$ cat src/rtl/trig_pkg.sv
package trig_pkg;

  typedef enum logic [1:0] {
    MODE_SELF   = 2'd0,
    MODE_CAL    = 2'd1,
    MODE_SERIAL = 2'd2,
    MODE_TTL    = 2'd3
  } trig_mode_e;

  localparam int unsigned NUM_PERIODIC = 2;
  localparam int unsigned PER_SELF_IDX = 0;
  localparam int unsigned PER_CAL_IDX  = 1;

endpackage

$ cat src/rtl/trig_rst_sync.sv
module trig_rst_sync #(
  parameter int unsigned STAGES = 2
) (
  input  logic clk,
  input  logic rst_n_i,
  output logic rst_n_o
);

  logic [STAGES-1:0] chain_q;
  logic [STAGES-1:0] chain_d;

  always_comb begin
    chain_d = {chain_q[STAGES-2:0], 1'b1};
  end

  always_ff @(posedge clk or negedge rst_n_i) begin
    if (!rst_n_i) chain_q <= '0;
    else          chain_q <= chain_d;
  end

  assign rst_n_o = chain_q[STAGES-1];

endmodule

$ cat src/rtl/trig_edge_sync.sv
module trig_edge_sync #(
  parameter int unsigned STAGES = 2
) (
  input  logic clk,
  input  logic rst_n,
  input  logic async_i,
  output logic rise_o
);

  logic [STAGES-1:0] sync_q;
  logic [STAGES-1:0] sync_d;
  logic              prev_q;
  logic              prev_d;

  always_comb begin
    sync_d = {sync_q[STAGES-2:0], async_i};
    prev_d = sync_q[STAGES-1];
  end

  always_ff @(posedge clk or negedge rst_n) begin
    if (!rst_n) begin
      sync_q <= '0;
      prev_q <= 1'b0;
    end else begin
      sync_q <= sync_d;
      prev_q <= prev_d;
    end
  end

  assign rise_o = sync_q[STAGES-1] & ~prev_q;

  AST_RISE_SINGLE: assert property (@(posedge clk) disable iff (!rst_n)
    rise_o |=> !rise_o);

endmodule

$ cat src/rtl/trig_period_gen.sv
module trig_period_gen #(
  parameter int unsigned PERIOD = 2000
) (
  input  logic clk,
  input  logic rst_n,
  input  logic en_i,
  output logic tick_o
);

  localparam int unsigned CNT_W = (PERIOD > 2) ? $clog2(PERIOD) : 1;
  localparam logic [CNT_W-1:0] LAST = CNT_W'(PERIOD - 1);

  logic [CNT_W-1:0] cnt_q;
  logic [CNT_W-1:0] cnt_d;
  logic             at_last;

  assign at_last = (cnt_q == LAST);

  always_comb begin
    if (!en_i)       cnt_d = '0;
    else if (at_last) cnt_d = '0;
    else             cnt_d = cnt_q + 1'b1;
  end

  always_ff @(posedge clk or negedge rst_n) begin
    if (!rst_n) cnt_q <= '0;
    else        cnt_q <= cnt_d;
  end

  assign tick_o = en_i & at_last;

  AST_TICK_GAP: assert property (@(posedge clk) disable iff (!rst_n)
    tick_o |=> !tick_o);

  AST_CNT_RANGE: assert property (@(posedge clk) disable iff (!rst_n)
    32'(cnt_q) < PERIOD);

  AST_IDLE_ZERO: assert property (@(posedge clk) disable iff (!rst_n)
    !en_i |=> cnt_q == '0);

endmodule

$ cat src/rtl/trig_event_reg.sv
module trig_event_reg #(
  parameter int unsigned SEQ_W  = 32,
  parameter int unsigned ID_W   = 16,
  parameter int unsigned TYPE_W = 8
) (
  input  logic              clk,
  input  logic              rst_n,
  input  logic              accept_i,
  input  logic              clear_i,
  input  logic [ID_W-1:0]   id_i,
  input  logic [TYPE_W-1:0] type_i,
  output logic              pulse_o,
  output logic [ID_W-1:0]   id_o,
  output logic [TYPE_W-1:0] type_o,
  output logic [SEQ_W-1:0]  seq_o
);

  logic [SEQ_W-1:0]  seq_q, seq_d, seq_inc;
  logic              pulse_q, pulse_d;
  logic [ID_W-1:0]   id_q, id_d;
  logic [TYPE_W-1:0] type_q, type_d;
  logic [SEQ_W-1:0]  seqo_q, seqo_d;

  assign seq_inc = seq_q + 1'b1;

  always_comb begin
    pulse_d = accept_i;
    id_d    = id_q;
    type_d  = type_q;
    seqo_d  = seqo_q;
    seq_d   = seq_q;
    if (clear_i) begin
      seq_d = '0;
    end else if (accept_i) begin
      seq_d  = seq_inc;
      seqo_d = seq_inc;
      id_d   = id_i;
      type_d = type_i;
    end
  end

  always_ff @(posedge clk or negedge rst_n) begin
    if (!rst_n) begin
      seq_q   <= '0;
      pulse_q <= 1'b0;
      id_q    <= '0;
      type_q  <= '0;
      seqo_q  <= '0;
    end else begin
      seq_q   <= seq_d;
      pulse_q <= pulse_d;
      id_q    <= id_d;
      type_q  <= type_d;
      seqo_q  <= seqo_d;
    end
  end

  assign pulse_o = pulse_q;
  assign id_o    = id_q;
  assign type_o  = type_q;
  assign seq_o   = seqo_q;

  AST_SEQ_CLEAR: assert property (@(posedge clk) disable iff (!rst_n)
    clear_i |=> seq_q == '0);

  AST_SEQ_HOLD: assert property (@(posedge clk) disable iff (!rst_n)
    (!clear_i && !accept_i) |=> $stable(seq_q) && $stable(seqo_q));

  AST_PULSE_SEQ_NZ: assert property (@(posedge clk) disable iff (!rst_n)
    pulse_o |-> seq_o != '0);

endmodule

$ cat src/rtl/trig_mode_ctrl.sv
module trig_mode_ctrl
  import trig_pkg::*;
#(
  parameter int unsigned SELF_PERIOD = 400000,
  parameter int unsigned CAL_PERIOD  = 2000,
  parameter int unsigned SYNC_STAGES = 2,
  parameter int unsigned SEQ_W       = 32,
  parameter int unsigned ID_W        = 16,
  parameter int unsigned TYPE_W      = 8
) (
  input  logic              clk,
  input  logic              rst_n,
  input  logic [1:0]        mode_i,
  input  logic              busy_i,
  input  logic              ttl_i,
  input  logic              msg_valid_i,
  input  logic [ID_W-1:0]   msg_id_i,
  input  logic [TYPE_W-1:0] msg_type_i,
  output logic              acq_pulse_o,
  output logic              test_mode_o,
  output logic [ID_W-1:0]   evt_id_o,
  output logic [TYPE_W-1:0] evt_type_o,
  output logic [SEQ_W-1:0]  evt_seq_o
);

  logic       rst_ns;
  trig_mode_e mode_q, mode_d, mode_req;
  logic       mode_chg;
  logic [NUM_PERIODIC-1:0] per_en;
  logic [NUM_PERIODIC-1:0] per_tick;
  logic       ttl_rise;
  logic       src_hit;
  logic       accept;
  logic [ID_W-1:0]   sel_id;
  logic [TYPE_W-1:0] sel_type;

  trig_rst_sync #(.STAGES(2)) u_rst (
    .clk     (clk),
    .rst_n_i (rst_n),
    .rst_n_o (rst_ns)
  );

  assign mode_req = trig_mode_e'(mode_i);
  assign mode_chg = (mode_req != mode_q);

  always_comb begin
    mode_d = mode_req;
  end

  always_ff @(posedge clk or negedge rst_ns) begin
    if (!rst_ns) mode_q <= MODE_SELF;
    else         mode_q <= mode_d;
  end

  assign per_en[PER_SELF_IDX] = (mode_q == MODE_SELF) && !mode_chg;
  assign per_en[PER_CAL_IDX]  = (mode_q == MODE_CAL)  && !mode_chg;

  for (genvar g = 0; g < NUM_PERIODIC; g++) begin : g_per
    localparam int unsigned P = (g == PER_SELF_IDX) ? SELF_PERIOD : CAL_PERIOD;
    trig_period_gen #(.PERIOD(P)) u_gen (
      .clk    (clk),
      .rst_n  (rst_ns),
      .en_i   (per_en[g]),
      .tick_o (per_tick[g])
    );
  end

  trig_edge_sync #(.STAGES(SYNC_STAGES)) u_ttl (
    .clk     (clk),
    .rst_n   (rst_ns),
    .async_i (ttl_i),
    .rise_o  (ttl_rise)
  );

  always_comb begin
    src_hit  = 1'b0;
    sel_id   = '0;
    sel_type = '0;
    unique case (mode_q)
      MODE_SELF:   src_hit = per_tick[PER_SELF_IDX];
      MODE_CAL:    src_hit = per_tick[PER_CAL_IDX];
      MODE_SERIAL: begin
        src_hit  = msg_valid_i;
        sel_id   = msg_id_i;
        sel_type = msg_type_i;
      end
      MODE_TTL:    src_hit = ttl_rise;
      default:     src_hit = 1'b0;
    endcase
  end

  assign accept = src_hit && !busy_i && !mode_chg;

  trig_event_reg #(.SEQ_W(SEQ_W), .ID_W(ID_W), .TYPE_W(TYPE_W)) u_evt (
    .clk      (clk),
    .rst_n    (rst_ns),
    .accept_i (accept),
    .clear_i  (mode_chg),
    .id_i     (sel_id),
    .type_i   (sel_type),
    .pulse_o  (acq_pulse_o),
    .id_o     (evt_id_o),
    .type_o   (evt_type_o),
    .seq_o    (evt_seq_o)
  );

  assign test_mode_o = (mode_q == MODE_CAL);

  AST_BUSY_BLOCK: assert property (@(posedge clk) disable iff (!rst_ns)
    busy_i |=> !acq_pulse_o);

  AST_MSG_LATCH: assert property (@(posedge clk) disable iff (!rst_ns)
    (mode_q == MODE_SERIAL && !mode_chg && msg_valid_i && !busy_i)
      |=> acq_pulse_o && evt_id_o == $past(msg_id_i) && evt_type_o == $past(msg_type_i));

  AST_MODE_CHG_NOPULSE: assert property (@(posedge clk) disable iff (!rst_ns)
    mode_chg |=> !acq_pulse_o);

endmodule

$ cat config.mk
export PLATFORM = sky130hd
export DESIGN_NAME = trig_mode_ctrl
export DESIGN_NICKNAME = d
export VERILOG_FILES = /design/src/rtl/trig_pkg.sv /design/src/rtl/trig_rst_sync.sv /design/src/rtl/trig_edge_sync.sv /design/src/rtl/trig_period_gen.sv /design/src/rtl/trig_event_reg.sv /design/src/rtl/trig_mode_ctrl.sv
export SDC_FILE = /design/constraint.sdc
export NUM_CORES = 1
export LEC_CHECK = 0
export ABC_AREA = 1
export ABC_CLOCK_PERIOD_IN_PS = 4700
export BUFFER_PORTS_ARGS = -buffer_cell sky130_fd_sc_hd__buf_2
export CAP_MARGIN = 30
export CORE_MARGIN = 2
export CORE_UTILIZATION = 58
export DETAILED_ROUTE_END_ITERATION = 16
export PLACE_DENSITY = 0.8
export SLEW_MARGIN = 20
export SYNTH_ARGS = -nofsm -noshare
export SYNTH_HDL_FRONTEND = slang
export SYNTH_HIERARCHICAL = 1
export SYNTH_SLANG_ARGS = --single-unit
$ cat constraint.sdc
create_clock -name clk -period 4.7 [get_ports clk]
set_input_delay 0 -clock clk [delete_from_list [all_inputs] [get_ports clk]]
set_output_delay 0 -clock clk [all_outputs]
set_load 0.005 [all_outputs]
Word level (Yosys, flattened, before mapping)
Index checks and enable logic that the tools add are counted.
{"block": "totals", "output_inout_bits": 58, "register_bits": 126, "input_bits": 31}
{"block": "op_classes", "reduce_logical": 9, "eq_ne": 6, "muxes": 9, "addsub": 3, "bitwise": 5}
{"cell": "32-bit 2-to-1 mux", "count": 2}
{"cell": "19-bit 2-to-1 mux", "count": 2}
{"cell": "32-bit by 1-bit adder with 32-bit output (second input constant)", "count": 1}
{"cell": "11-bit 2-to-1 mux", "count": 2}
{"cell": "19-bit by 1-bit adder with 19-bit output (second input constant)", "count": 1}
{"cell": "19-bit == test (second input constant)", "count": 1}
{"cell": "16-bit 2-to-1 mux", "count": 1}
{"cell": "11-bit by 1-bit adder with 11-bit output (second input constant)", "count": 1}
{"cell": "11-bit == test (second input constant)", "count": 1}
{"cell": "8-bit 2-to-1 mux", "count": 1}
{"cell": "2-bit == test (second input constant)", "count": 2}
{"cell": "1-bit logical AND", "count": 4}
{"cell": "1-bit one-hot mux with 4 select lines", "count": 1}
{"cell": "1-bit bitwise AND", "count": 3}
{"cell": "2-bit by 1-bit == test with 1-bit output (second input constant)", "count": 1}
{"cell": "1-bit zero test", "count": 2}
{"cell": "2-bit zero test", "count": 1}
{"cell": "2-bit inequality test", "count": 1}
{"cell": "1-bit NOT", "count": 2}
{"cell": "2-bit AND reduction", "count": 1}
{"cell": "2-bit nonzero test", "count": 1}

Depth between registers and ports, before layout
Gate-level depths: netlist of run 1.
{"block": "logic_depth", "ltp_word": 9, "mapped_depth": 18, "depth_no_buf": 17}

By module
The synthesis of run 1 kept the hierarchy.
{"mod": "trig_event_reg", "seq_area_each_um2": 2227.1, "n_inst": 1, "cells_per_inst": 522, "area_each_um2": 4132.7}
{"mod": "trig_period_gen (g_per[0].u_gen)", "seq_area_each_um2": 475.5, "n_inst": 1, "cells_per_inst": 145, "area_each_um2": 1098.6}
{"mod": "trig_period_gen (g_per[1].u_gen)", "seq_area_each_um2": 275.3, "n_inst": 1, "cells_per_inst": 69, "area_each_um2": 603.1}
{"mod": "trig_mode_ctrl", "seq_area_each_um2": 50.0, "n_inst": 1, "cells_per_inst": 79, "area_each_um2": 366.6}
{"mod": "trig_edge_sync", "seq_area_each_um2": 75.1, "n_inst": 1, "cells_per_inst": 5, "area_each_um2": 85.1}
{"mod": "trig_rst_sync", "seq_area_each_um2": 50.0, "n_inst": 1, "cells_per_inst": 3, "area_each_um2": 53.8}

Worst setup path before layout of run 1
Ideal clock, no wire load.
{"block": "synth_path", "path_kind": "register to register", "start": "reg mode_q[1]", "end": "reg u_evt.seqo_q[10] (netlist: u_evt/seq_o[10])", "path_stages_with_launch": 17, "period_less_slack_ns": 2.195, "arrival_time_ns": 2.129, "setup_slack_ns": 2.505, "t_required_ns": 4.634, "n_path_buf": 1, "cell_sequence": "dfrtp_1 > inv_1 > nand4_1 > inv_1 > clkinv_1 > nor2_1 > nand3_1 > nand2_1 > nor2_1 > nor2_1 > inv_1 > nor2_2 > inv_2 > buf_2 > a21oi_1 > o21ai_0 > nand2_1"}
{"block": "synth_between", "elab_chain_cells": 8}
{"item": "start: declaration", "line": "trig_mode_ctrl.sv:27", "text": "trig_mode_e mode_q, mode_d, mode_req;"}
{"item": "start signal: assignment", "line": "trig_mode_ctrl.sv:52", "text": "else mode_q <= mode_d;"}
{"item": "2-bit inequality test", "line": "trig_mode_ctrl.sv:44", "text": "assign mode_chg = (mode_req != mode_q);"}
{"item": "1-bit zero test", "line": "trig_mode_ctrl.sv:55", "text": "assign per_en[PER_SELF_IDX] = (mode_q == MODE_SELF) && !mode_chg;"}
{"item": "1-bit logical AND (*)", "line": "trig_mode_ctrl.sv:55"}
{"item": "named net per_en[0]", "line": "trig_mode_ctrl.sv:29", "text": "logic [NUM_PERIODIC-1:0] per_en;"}
{"item": "1-bit bitwise AND (*)", "line": "trig_period_gen.sv:30", "text": "assign tick_o = en_i & at_last;"}
{"item": "named net per_tick[0]", "line": "trig_mode_ctrl.sv:30", "text": "logic [NUM_PERIODIC-1:0] per_tick;"}
{"item": "1-bit one-hot mux with 4 select lines (*)", "line": "trig_mode_ctrl.sv:79", "text": "unique case (mode_q)"}
{"item": "1-bit logical AND (*) (2 in a row)", "line": "trig_mode_ctrl.sv:92", "text": "assign accept = src_hit && !busy_i && !mode_chg;"}
{"item": "named net accept", "line": "trig_mode_ctrl.sv:33", "text": "logic accept;"}
{"item": "2-bit AND reduction (no line) (*)"}
{"item": "end signal: assignment", "line": "trig_event_reg.sv:54", "text": "seqo_q <= seqo_d;"}
{"item": "end: declaration", "line": "trig_event_reg.sv:22", "text": "logic [SEQ_W-1:0] seqo_q, seqo_d;"}
Mark *: on every way through the listed nets, which the timed path passes. The rest lies on a longest branch.
A chain may end at the register's enable or synchronous reset.

Worst setup path in the final report of run 1
{"block": "layout_path", "start": "reg mode_q[1]", "end": "reg u_evt.seq_q[8]"}
{"block": "layout_between", "elab_chain_cells": 8}
{"item": "2-bit inequality test", "line": "trig_mode_ctrl.sv:44"}
{"item": "1-bit zero test", "line": "trig_mode_ctrl.sv:55"}
{"item": "1-bit logical AND (*)", "line": "trig_mode_ctrl.sv:55"}
{"item": "named net per_en[0]", "line": "trig_mode_ctrl.sv:29"}
{"item": "1-bit bitwise AND (*)", "line": "trig_period_gen.sv:30"}
{"item": "named net per_tick[0]", "line": "trig_mode_ctrl.sv:30"}
{"item": "1-bit one-hot mux with 4 select lines (*)", "line": "trig_mode_ctrl.sv:79"}
{"item": "1-bit logical AND (*) (2 in a row)", "line": "trig_mode_ctrl.sv:92"}
{"item": "named net accept", "line": "trig_mode_ctrl.sv:33"}
{"item": "2-bit nonzero test (no line) (*)"}
{"item": "end signal: assignment", "line": "trig_event_reg.sv:50", "text": "seq_q <= seq_d;"}
{"item": "end: declaration", "line": "trig_event_reg.sv:18", "text": "logic [SEQ_W-1:0] seq_q, seq_d, seq_inc;"}
Marks and branches as above.

==> results of run 1 <==
## metal layers
metal / vias up / global-route usage / share of wire
li1: 2783 / - / -
met1: 2626 / 0.3662 / 0.45
met2: 178 / 0.4379 / 0.48
met3: 18 / 0.07414 / 0.064
met4: 0 / 0.09249 / 0.012
met5: - / 0 / 0
## synthesized netlist by cell type
cell type	instances
nand2_1	312
dfrtp_1	126
nor2_1	100
inv_1	88
nand3_1	54
nor2_2	21
o21ai_0	19
xor2_1	11
nand2_2	10
nor2_4	10
a21oi_1	9
clkbuf_1	9
nand3_2	7
inv_2	5
nand2_4	4
nand4_1	4
nor3_1	4
ha_1	3
xnor2_1	3
buf_2	2
buf_4	2
buf_6	2
nor2_8	2
nor3_2	2
o21bai_1	2
a31oi_1	1
and2_1	1
clkinv_1	1
conb_1	1
nand2_8	1
nand3_4	1
nand3b_1	1
nor3b_1	1
o211ai_1	1
o21ai_1	1
o22ai_1	1
or2_2	1
## final cells by class
cell class / instances / area (um^2) / area share
clock buffer: 25 / 464.2 / 0.05955
clock inverter: 7 / 87.58 / 0.01124
inverter: 94 / 352.8 / 0.04526
multi-input combinational: 588 / 2758 / 0.3538
sequential: 126 / 3157 / 0.4050
tap: 140 / 175.2 / 0.02247
timing repair buffer: 124 / 800.8 / 0.1027
## sequential cells by signal (all words and copies together), names as in the netlist
name	cells
u_rst/chain_q	2
u_evt/seq_o	32
u_evt/type_o	8
u_evt/id_o	16
mode_q	2
u_evt/pulse_o	1
u_ttl/prev_q	1
u_ttl/sync_q	2
g_per.u_gen/cnt_q	30
u_evt/seq_q	32
## cells by family after synthesis
group / Yosys count / synth area share
flip-flops: 126 / 0.4973
adder cells (fa/ha/maj): 3 / 0.005921
other: 1 / 0.0005915
buffers and inverters: 109 / 0.06848
AO/OA/AOI/OAI: 34 / 0.02842
AND/OR/NAND/NOR: 536 / 0.3799
XOR/XNOR: 14 / 0.01934
## report_power, final
part           total [mW]  internal [mW]  switching, mW
combinational       0.102         0.0420         0.0603
clock                1.22          0.778          0.441
sequential           1.10           1.10        0.00780
total                2.43           1.92          0.509
## how the worst min path moves through the flow
stage / endpoint / slack [ns] / start / depth (start not counted)
4_1_cts: u_ttl/sync_q[0]$_DFF_PN0_ / 0.11 / u_rst/chain_q[1]$_DFF_PN0_ / 0
3_3_place_gp: u_rst/chain_q[0]$_DFF_PN0_ / -0.21 / rst_n / 1
6_report: u_ttl/sync_q[0]$_DFF_PN0_ / 0.10 / u_rst/chain_q[1]$_DFF_PN0_ / 0
5_1_grt: u_ttl/sync_q[0]$_DFF_PN0_ / 0.11 / u_rst/chain_q[1]$_DFF_PN0_ / 0
2_1_floorplan: u_rst/chain_q[0]$_DFF_PN0_ / -0.30 / rst_n / 0
3_5_place_dp: u_rst/chain_q[0]$_DFF_PN0_ / -0.21 / rst_n / 1
## per-stage QoR
stage / std cells / util / hold WS [ns] / setup WS [ns]
3_5_place_dp: 1041 / 0.6452 / -0.2117 / 1.975
3_3_place_gp: 1040 / 0.6433 / -0.2128 / 2.033
2_1_floorplan: 823 / - / -0.2956 / 0.9297
4_1_cts: 1104 / 0.7254 / 0.1059 / 1.991
6_report: 1104 / 0.7254 / 0.1036 / 2.016
5_1_grt: 1104 / 0.7254 / 0.1131 / 1.671
## what timing repair did
item / in CTS / in global routing
endpoints found under the hold margin: 32 / 0
setup endpoints to repair: 0 / 0
hold buffers: 31 / 0
==> flow_summary.ini, run 1 <==
[outcome]
outcome = finished, final reports clean

[placed_design]
gp_congestion = 0.9128
dp_hpwl_um = 9538
io_buffers = 88
dpl_cell_area_um2 = 6933

[global_route]
grt_pass1_vias = 5522
antenna_found_initial = 0
grt_overflow = 0
grtUsageTotal = 0.2749
grt_pass1_wl_um = 25220
grt_max_degree = 65

[route]
wl_per_cell_um = 13.30
via_count = 5605
drt-initial-drc-count = 324
routed_wl_um = 14680
drtAntennaViolNets = 0
via_per_inst = 5.077
firstDrtPassIters = 6
drc_errors = 0

[sta]
finalHoldViolCount = 0
post-route-period-util = 0.5710
finalSetupTns_ns = 0
rsz0062_at_grt = no
fmax_mhz = 372.6
min_period_ns = 2.684
setup_viol = 0
slew_violations = 0
slew-limit-headroom = 0.4725
tightest_slew_ns = 0.7913
fin_worst_skew_ns = 0.007603

[layout]
nets = 985
area_delta_synth_final_pct = 22.95
final_area_um2 = 7795
fillCellCount = 842
final_common_cell = nand2_1
drive_gt1_frac = 0.1909
layout_common_cells = nand2_1 (312), dfrtp_1 (125), nor2_1 (100)
antenna_cells = 0

[critical_path]
worst-path-stages = 14
cp-endpoint = u_evt/seq_q[8]$_DFFE_PN0P_
crit_path_end_kind = flip-flop
crit_fanout = 50
critPathArrivalTime_ns = 3.11
path_cells = inv_1 > nand4_1 > inv_1 > clkinv_1 > nor2_1 > nand3_1 > nand2_1 > nor2_1 > nor2_1 > inv_1 > nor2_4 > buf_4 > nand2_1 > o21ai_0
cpLargestDelayFamily = buffers and inverters
reg2reg_to = u_evt/seq_q[8]$_DFFE_PN0P_
reg2reg_from = mode_q[1]$_DFF_PN0_
path_class = reg -> reg
ff2ff_setup_slack_ns = 2.02
startpoint_type = flip-flop
cp_slowest_cell = buf_4
slowest_delay_ns = 0.47
cp.required_ns = 5.13
r2r_cells = 14
crit_start = mode_q[1]$_DFF_PN0_
cp_num_buf_inv = 5

[floorplanning]
dieArea_um2 = 11780
pin_count = 89
die_h_um = 108.6
chipWidth_um = 108.6
core_um2 = 10750
initial_core_util = 0.5900
rows = 38

[yosys]
synth_top_area_frac = 0.4973
synth_cell_types = 37
syn-num-nets = 857
post_synth.cell_area_avg_um2 = 7.703
synth_seq_cells = 126
ys_seq_area_frac = 0.4973
synth_largest_area_cell = dfrtp_1
synth_area_leaders = dfrtp_1 (50%), nand2_1 (18%), nor2_1 (5.9%), inv_1 (5.2%), nand3_1 (4.3%)
synth_area_um2 = 6340
yosys_warnings = 6
synth_cells = 823

[run]
maxCapViolations = 0

[cts]
clkSinkCount = 126
post_cts_buffers = 0
h-tree-depth = 4
cts_root_buffer = clkbuf_8
clock_latency_ns = 0.52
clk_pin_slew_ns = 0.06
clockBufferDepth = 2
cts_tree = yes
cts-resized-gates = 0
cts_buffers = 17

[power]
peakVddDrop_v = 0.0002163
power.total_mw = 2.426
leakagePower_nw = 4.180
p_per_area_nw_per_um2 = 311.2

[min_path]
hp-class = reg -> async
No activity file was read; power rests on OpenSTA's default activity.
==> inputs of run 2 (changes only) <==
Settings changed: ABC_AREA 1 to 0, ABC_CLOCK_PERIOD_IN_PS 4700 to 2200, CORE_UTILIZATION 58 to 52, PLACE_DENSITY 0.8 to 0.75.
Clock period 4.7 ns to 2.2 ns, I/O delays scaled along.
==> flow_summary.ini, run 2 <==
[outcome]
outcome = finished with violations
violations = setup timing

[floorplanning]
dieArea_um2 = 13180
pin_count = 89
rows = 40
die_h_um = 114.8
core_um2 = 12010
initial_core_util = 0.5314
chipWidth_um = 114.8

[global_route]
use_met3 = 0.05746
antenna_found_initial = 0
grtUsageMet2 = 0.4418
grtUsageMet1 = 0.3346
grt_pass1_wl_um = 27330
busiest_layer = met2
grt_max_degree = 54
grtUsageTotal = 0.2636
grt_pass1_vias = 5781
grt_overflow = 0

[layout]
final_common_cell = dfrtp_1
fillCellCount = 765
seq_area_um2 = 3157
drive_gt1_frac = 0.3106
finish.utilization = 0.7409
multi_input_area_um2 = 3143
nets = 917
area_delta_synth_final_pct = 39.44
antenna_cells = 0
layout_common_cells = dfrtp_1 (125), nand2_1 (115), buf_2 (89)

[yosys]
synth_seq_cells = 126
ys_seq_area_frac = 0.4940
post_synth.cell_area_avg_um2 = 9.400
synth_largest_area_cell = dfrtp_1
syn-num-nets = 713
synthArstFlopShare = 1.000
yosysMostFrequentCell = dfrtp_1
synth_edf_count = 0
yosys_warnings = 6
synth_top_area_frac = 0.4940
synthFlopType = dfrtp_1
synth_area_um2 = 6382
synth_area_leaders = dfrtp_1 (49%), nand2_1 (6.8%), xnor2_1 (3.7%), nor2_1 (3.1%), or4_1 (2.7%)
synth_cell_types = 55
synth_cells = 679
synthTopCellsByCount = dfrtp_1 (126), nand2_1 (115), nor2_1 (53)

[route]
via_per_inst = 5.841
wl_per_cell_um = 17.38
drc_errors = 0
routed_wl_um = 18110
via_count = 6086
drt-initial-drc-count = 445
firstDrtPassIters = 5
drtAntennaViolNets = 0

[sta]
finalSetupTns_ns = -69.71
slew_violations = 0
setup_viol = 89
rsz0062_at_grt = yes
fmax_mhz = 303.5
fin_worst_skew_ns = 0.01014
fin_ws_ns = -1.095
slew-limit-headroom = 0.5107
min_period_ns = 3.295
post-route-period-util = 1.498
tightest_slew_ns = 0.7340
finalHoldViolCount = 0

[critical_path]
path_class = reg -> reg
path_cells = or4b_4 > nor4_4 > and3_4 > and2_1 > mux4_2 > and4b_2 > nand3_4 > or4_4 > buf_6 > or4_4 > a21oi_2
startpoint_type = flip-flop
cpMostUsedCell = or4_4
crit_path_end_kind = flip-flop
slowest_delay_ns = 0.55
crit_fanout = 8
cp_slowest_cell = or4b_4
cp.required_ns = 2.54
critPathArrivalTime_ns = 3.64

[power]
p_int_mw = 4.467
combPwrFrac = 0.085
p_sw_frac = 0.2229
power.total_mw = 5.748
p_seq_frac = 0.440
p_per_area_nw_per_um2 = 645.8
p_sw_mw = 1.281
peakVddDrop_v = 0.0006377
leakagePower_nw = 4.100
power_frac_clock = 0.474

[cts]
cts_buffers = 17
h-tree-depth = 4
clockBufferDepth = 2
cts_root_buffer = clkbuf_16
cts_tree = yes
clkSinkCount = 126
clk_pin_slew_ns = 0.05
clock_latency_ns = 0.42

[min_path]
hp-class = in -> reg

[run]
maxCapViolations = 0

[placed_design]
gp_congestion = 0.8979
dp_hpwl_um = 10820
io_buffers = 88
==> run 2: power groups by stage <==
stage | Sequential [mW] | Combinational (mW) | Clock, mW
floorplan | 2.59 | 0.173 | 0
global placement | 2.56 | 0.418 | 0
detailed placement | 2.57 | 0.430 | 0
finish | 2.53 | 0.491 | 2.73
CTS | 2.53 | 0.475 | 2.77
global route | 2.55 | 0.549 | 2.88
==> run 2: worst paths after layout <==
check,from,to,slack (ns),depth (start not counted)
max reg2reg,g_per[0].u_gen/cnt_q[7]$_DFF_PN0_,u_evt/seq_q[31]$_DFFE_PN0P_,-1.10,11
min reg2reg,u_ttl/sync_q[0]$_DFF_PN0_,u_ttl/sync_q[1]$_DFF_PN0_,0.35,0
max,g_per[0].u_gen/cnt_q[7]$_DFF_PN0_,u_evt/seq_q[31]$_DFFE_PN0P_,-1.10,11
max in group asynchronous,u_rst/chain_q[1]$_DFF_PN0_,u_evt/seq_q[8]$_DFFE_PN0P_,1.18,1
min in group asynchronous,u_rst/chain_q[1]$_DFF_PN0_,g_per[0].u_gen/cnt_q[5]$_DFF_PN0_,0.40,0
min,mode_i[1],g_per[0].u_gen/cnt_q[17]$_DFF_PN0_,0.11,6
==> run 2: worst max-delay path, delay by kind of cell (launching register included) <==
kind                   cells  cell delay [ns]
buffers and inverters      1             0.16
AOI/OAI and AO/OA          1             0.14
and+or+nand+nor            8             2.32
DFF                        1             0.37
muxes                      1             0.22
==> run 2: repair_timing <==
action,CTS,global route
pin swaps,7,13
buffers inserted,6,7
resized for setup,9,31
endpoints found under the setup margin,89,89
endpoints found under the hold margin,29,0
gates cloned,1,7
hold buffers,29,0
==> run 2: logic make-up after synthesis <==
| kind of cell | after synthesis | share of synthesized area |
|---|---|---|
| adders and majority gates | 3 | 0.005882 |
| AOI/OAI and AO/OA | 98 | 0.09547 |
| DFF | 126 | 0.4940 |
| other | 1 | 0.0005876 |
| and+or+nand+nor | 349 | 0.2901 |
| buffers and inverters | 52 | 0.04058 |
| muxes | 8 | 0.01568 |
| xor gates and xnor gates | 42 | 0.05764 |
==> run 2: stage by stage <==
step | hold WS (ns) | setup WS [ns] | cell area, um^2 | cells
floorplan | -0.2956 | -1.162 | 6531 | 679
global placement | -0.2145 | -1.142 | 7601 | 961
detailed placement | -0.2121 | -1.187 | 7601 | 961
CTS | 0.09603 | -1.089 | 8553 | 1028
global route | 0.1419 | -1.218 | 8900 | 1042
finish | 0.1144 | -1.095 | 8900 | 1042
==> run 2: final cells by class <==
class                   count  area share
clock inverters             7    0.009560
inverters                  12    0.005061
clock buffers              24     0.05525
multi-input cells         501      0.3532
well taps                 147     0.02067
flip-flops and latches    126      0.3547
repair buffers            225      0.2016
==> run 2: routing by layer <==
metal  vias to the layer above  routed length, um
met5                         -                  0
met4                         0                524
met3                        56               1303
met2                       303               8837
met1                      2921               7446
li1                       2806                  -
==> inputs of run 3 (changes only) <==
Settings changed: ABC_CLOCK_PERIOD_IN_PS 2200 to 3800, CORE_UTILIZATION 52 to 62, PLACE_DENSITY 0.75 to 0.84.
Clock period 2.2 ns to 3.8 ns, I/O delays scaled along.
==> flow_summary.ini, run 3 (same netlist as run 2, synthesis figures left out) <==
[sta]
fin_ws_ns = 0.1341
fmax_mhz = 272.8
min_period_ns = 3.666
slew_violations = 0
post-route-period-util = 0.9647
fin_hold_ws_ns = 0.1168
slew-limit-headroom = 0.4687
fin_worst_skew_ns = 0.008558
tightest_slew_ns = 0.7969
finalHoldViolCount = 0
rsz0062_at_grt = no
setup_viol = 0
finalSetupTns_ns = 0

[route]
via_per_inst = 5.970
routed_wl_um = 15740
wl_per_cell_um = 16.80
drtAntennaViolNets = 0
firstDrtPassIters = 7
drc_errors = 0
via_count = 5594
drt-initial-drc-count = 435

[critical_path]
crit_start = g_per[0].u_gen/cnt_q[7]$_DFF_PN0_
crit_fanout = 19
critPathArrivalTime_ns = 4.12
reg2reg_to = u_evt/seq_q[21]$_DFFE_PN0P_
cp-endpoint = u_evt/seq_q[21]$_DFFE_PN0P_
cp.required_ns = 4.26
crit_path_end_kind = flip-flop
path_class = reg -> reg
r2r_cells = 11
reg2reg_from = g_per[0].u_gen/cnt_q[7]$_DFF_PN0_
startpoint_type = flip-flop
ff2ff_setup_slack_ns = 0.13

[layout]
final_common_cell = dfrtp_1
nets = 822
area_delta_synth_final_pct = 22.90
antenna_cells = 0
final_area_um2 = 7844
layout_common_cells = dfrtp_1 (124), nand2_1 (115), buf_2 (88)
drive_gt1_frac = 0.2110

[floorplanning]
dieArea_um2 = 11120
die_h_um = 105.5
rows = 37
pin_count = 89
chipWidth_um = 105.5
initial_core_util = 0.6295
core_um2 = 10140

[power]
peakVddDrop_v = 0.0003189
power.total_mw = 3.465
p_int_mw = 2.708
power_frac_clock = 0.502
p_seq_frac = 0.421
p_sw_frac = 0.2187
p_sw_uw = 757.7
combPwrFrac = 0.077
leakagePower_nw = 3.425
p_per_area_nw_per_um2 = 441.8

[cts]
cts_buffers = 17
cts_root_buffer = clkbuf_8
post_cts_buffers = 0
clk_pin_slew_ns = 0.06
clockBufferDepth = 2
clkSinkCount = 126
clock_latency_ns = 0.53
cts_tree = yes
h-tree-depth = 4

[global_route]
grt_overflow = 0
grt_max_degree = 78
grt_pass1_vias = 5321
antenna_found_initial = 0
grtUsageTotal = 0.2954
grt_pass1_wl_um = 26060

[placed_design]
dp_hpwl_um = 9867
gp_congestion = 0.8704
dpl_cell_area_um2 = 6873
io_buffers = 88
pre_cts_ws_ns = 0.2301

[min_path]
hp-class = in -> reg

[run]
maxCapViolations = 0

[outcome]
outcome = finished, final reports clean
run 3: cell types whose count changed in the layout (fill, tap and decap cells not counted), sizes merged:
cell	before	now
buf	190	100
clkinv	5	3
clkinvlp	0	3
bufinv	2	5
dlygate4sd3	29	30
clkbuf	30	21
run 3: power groups by stage:
stage	combinational (mW)	clock (mW)	sequential, mW
floorplan	0.0970	0	1.50
global placement	0.219	0	1.49
detailed placement	0.224	0	1.50
CTS	0.251	1.77	1.47
global route	0.294	1.82	1.47
finish	0.265	1.74	1.46
run 3: layer usage:
| layer | GRT usage | share of wire | vias up |
|---|---|---|---|
| met5 | 0 | 0 | - |
| met4 | 0.1295 | 0.023 | 0 |
| met3 | 0.06184 | 0.081 | 38 |
| met2 | 0.4880 | 0.49 | 282 |
| met1 | 0.3770 | 0.41 | 2667 |
| li1 | - | - | 2607 |
run 3: worst min path at each step:
stage | cells after the start | slack (ns) | from | endpoint
2_1_floorplan | 0 | -0.30 | rst_n | u_rst/chain_q[0]$_DFF_PN0_
3_3_place_gp | 1 | -0.21 | rst_n | u_rst/chain_q[0]$_DFF_PN0_
3_5_place_dp | 1 | -0.21 | rst_n | u_rst/chain_q[0]$_DFF_PN0_
4_1_cts | 2 | 0.10 | ttl_i | u_ttl/sync_q[0]$_DFF_PN0_
5_1_grt | 2 | 0.12 | ttl_i | u_ttl/sync_q[0]$_DFF_PN0_
6_report | 2 | 0.12 | ttl_i | u_ttl/sync_q[0]$_DFF_PN0_
run 3: layout make-up:
class,instances,area [um^2]
clock buffer,21,449.2
timing repair buffer,130,850.8
inverter,12,45.04
fill,627,2295
sequential,126,3158
multi-input combinational,501,2983
clock inverter,11,187.7
tap,136,170.2
run 3: critical path, cell delays in order (launching register included):
cell and delay (ns):
dfrtp_2 0.45, or4b_4 0.55, nor4_4 0.18, and3_2 0.23, and2_1 0.14, mux4_2 0.23
and4b_1 0.22, nand3_1 0.15, or4_1 0.54, buf_4 0.22, or4_1 0.52, a21oi_2 0.18
run 3: metrics by stage:
stage               utilization  cells
floorplan                     -    679
global placement         0.6779    874
detailed placement       0.6779    874
CTS                      0.7703    936
global route             0.7737    937
finish                   0.7737    937
run 3: repair_timing:
item                                   in CTS  in global routing
setup endpoints to repair                   0                  1
endpoints found under the hold margin      34                  0
gates resized for setup                     0                  3
hold buffers                               30                  0
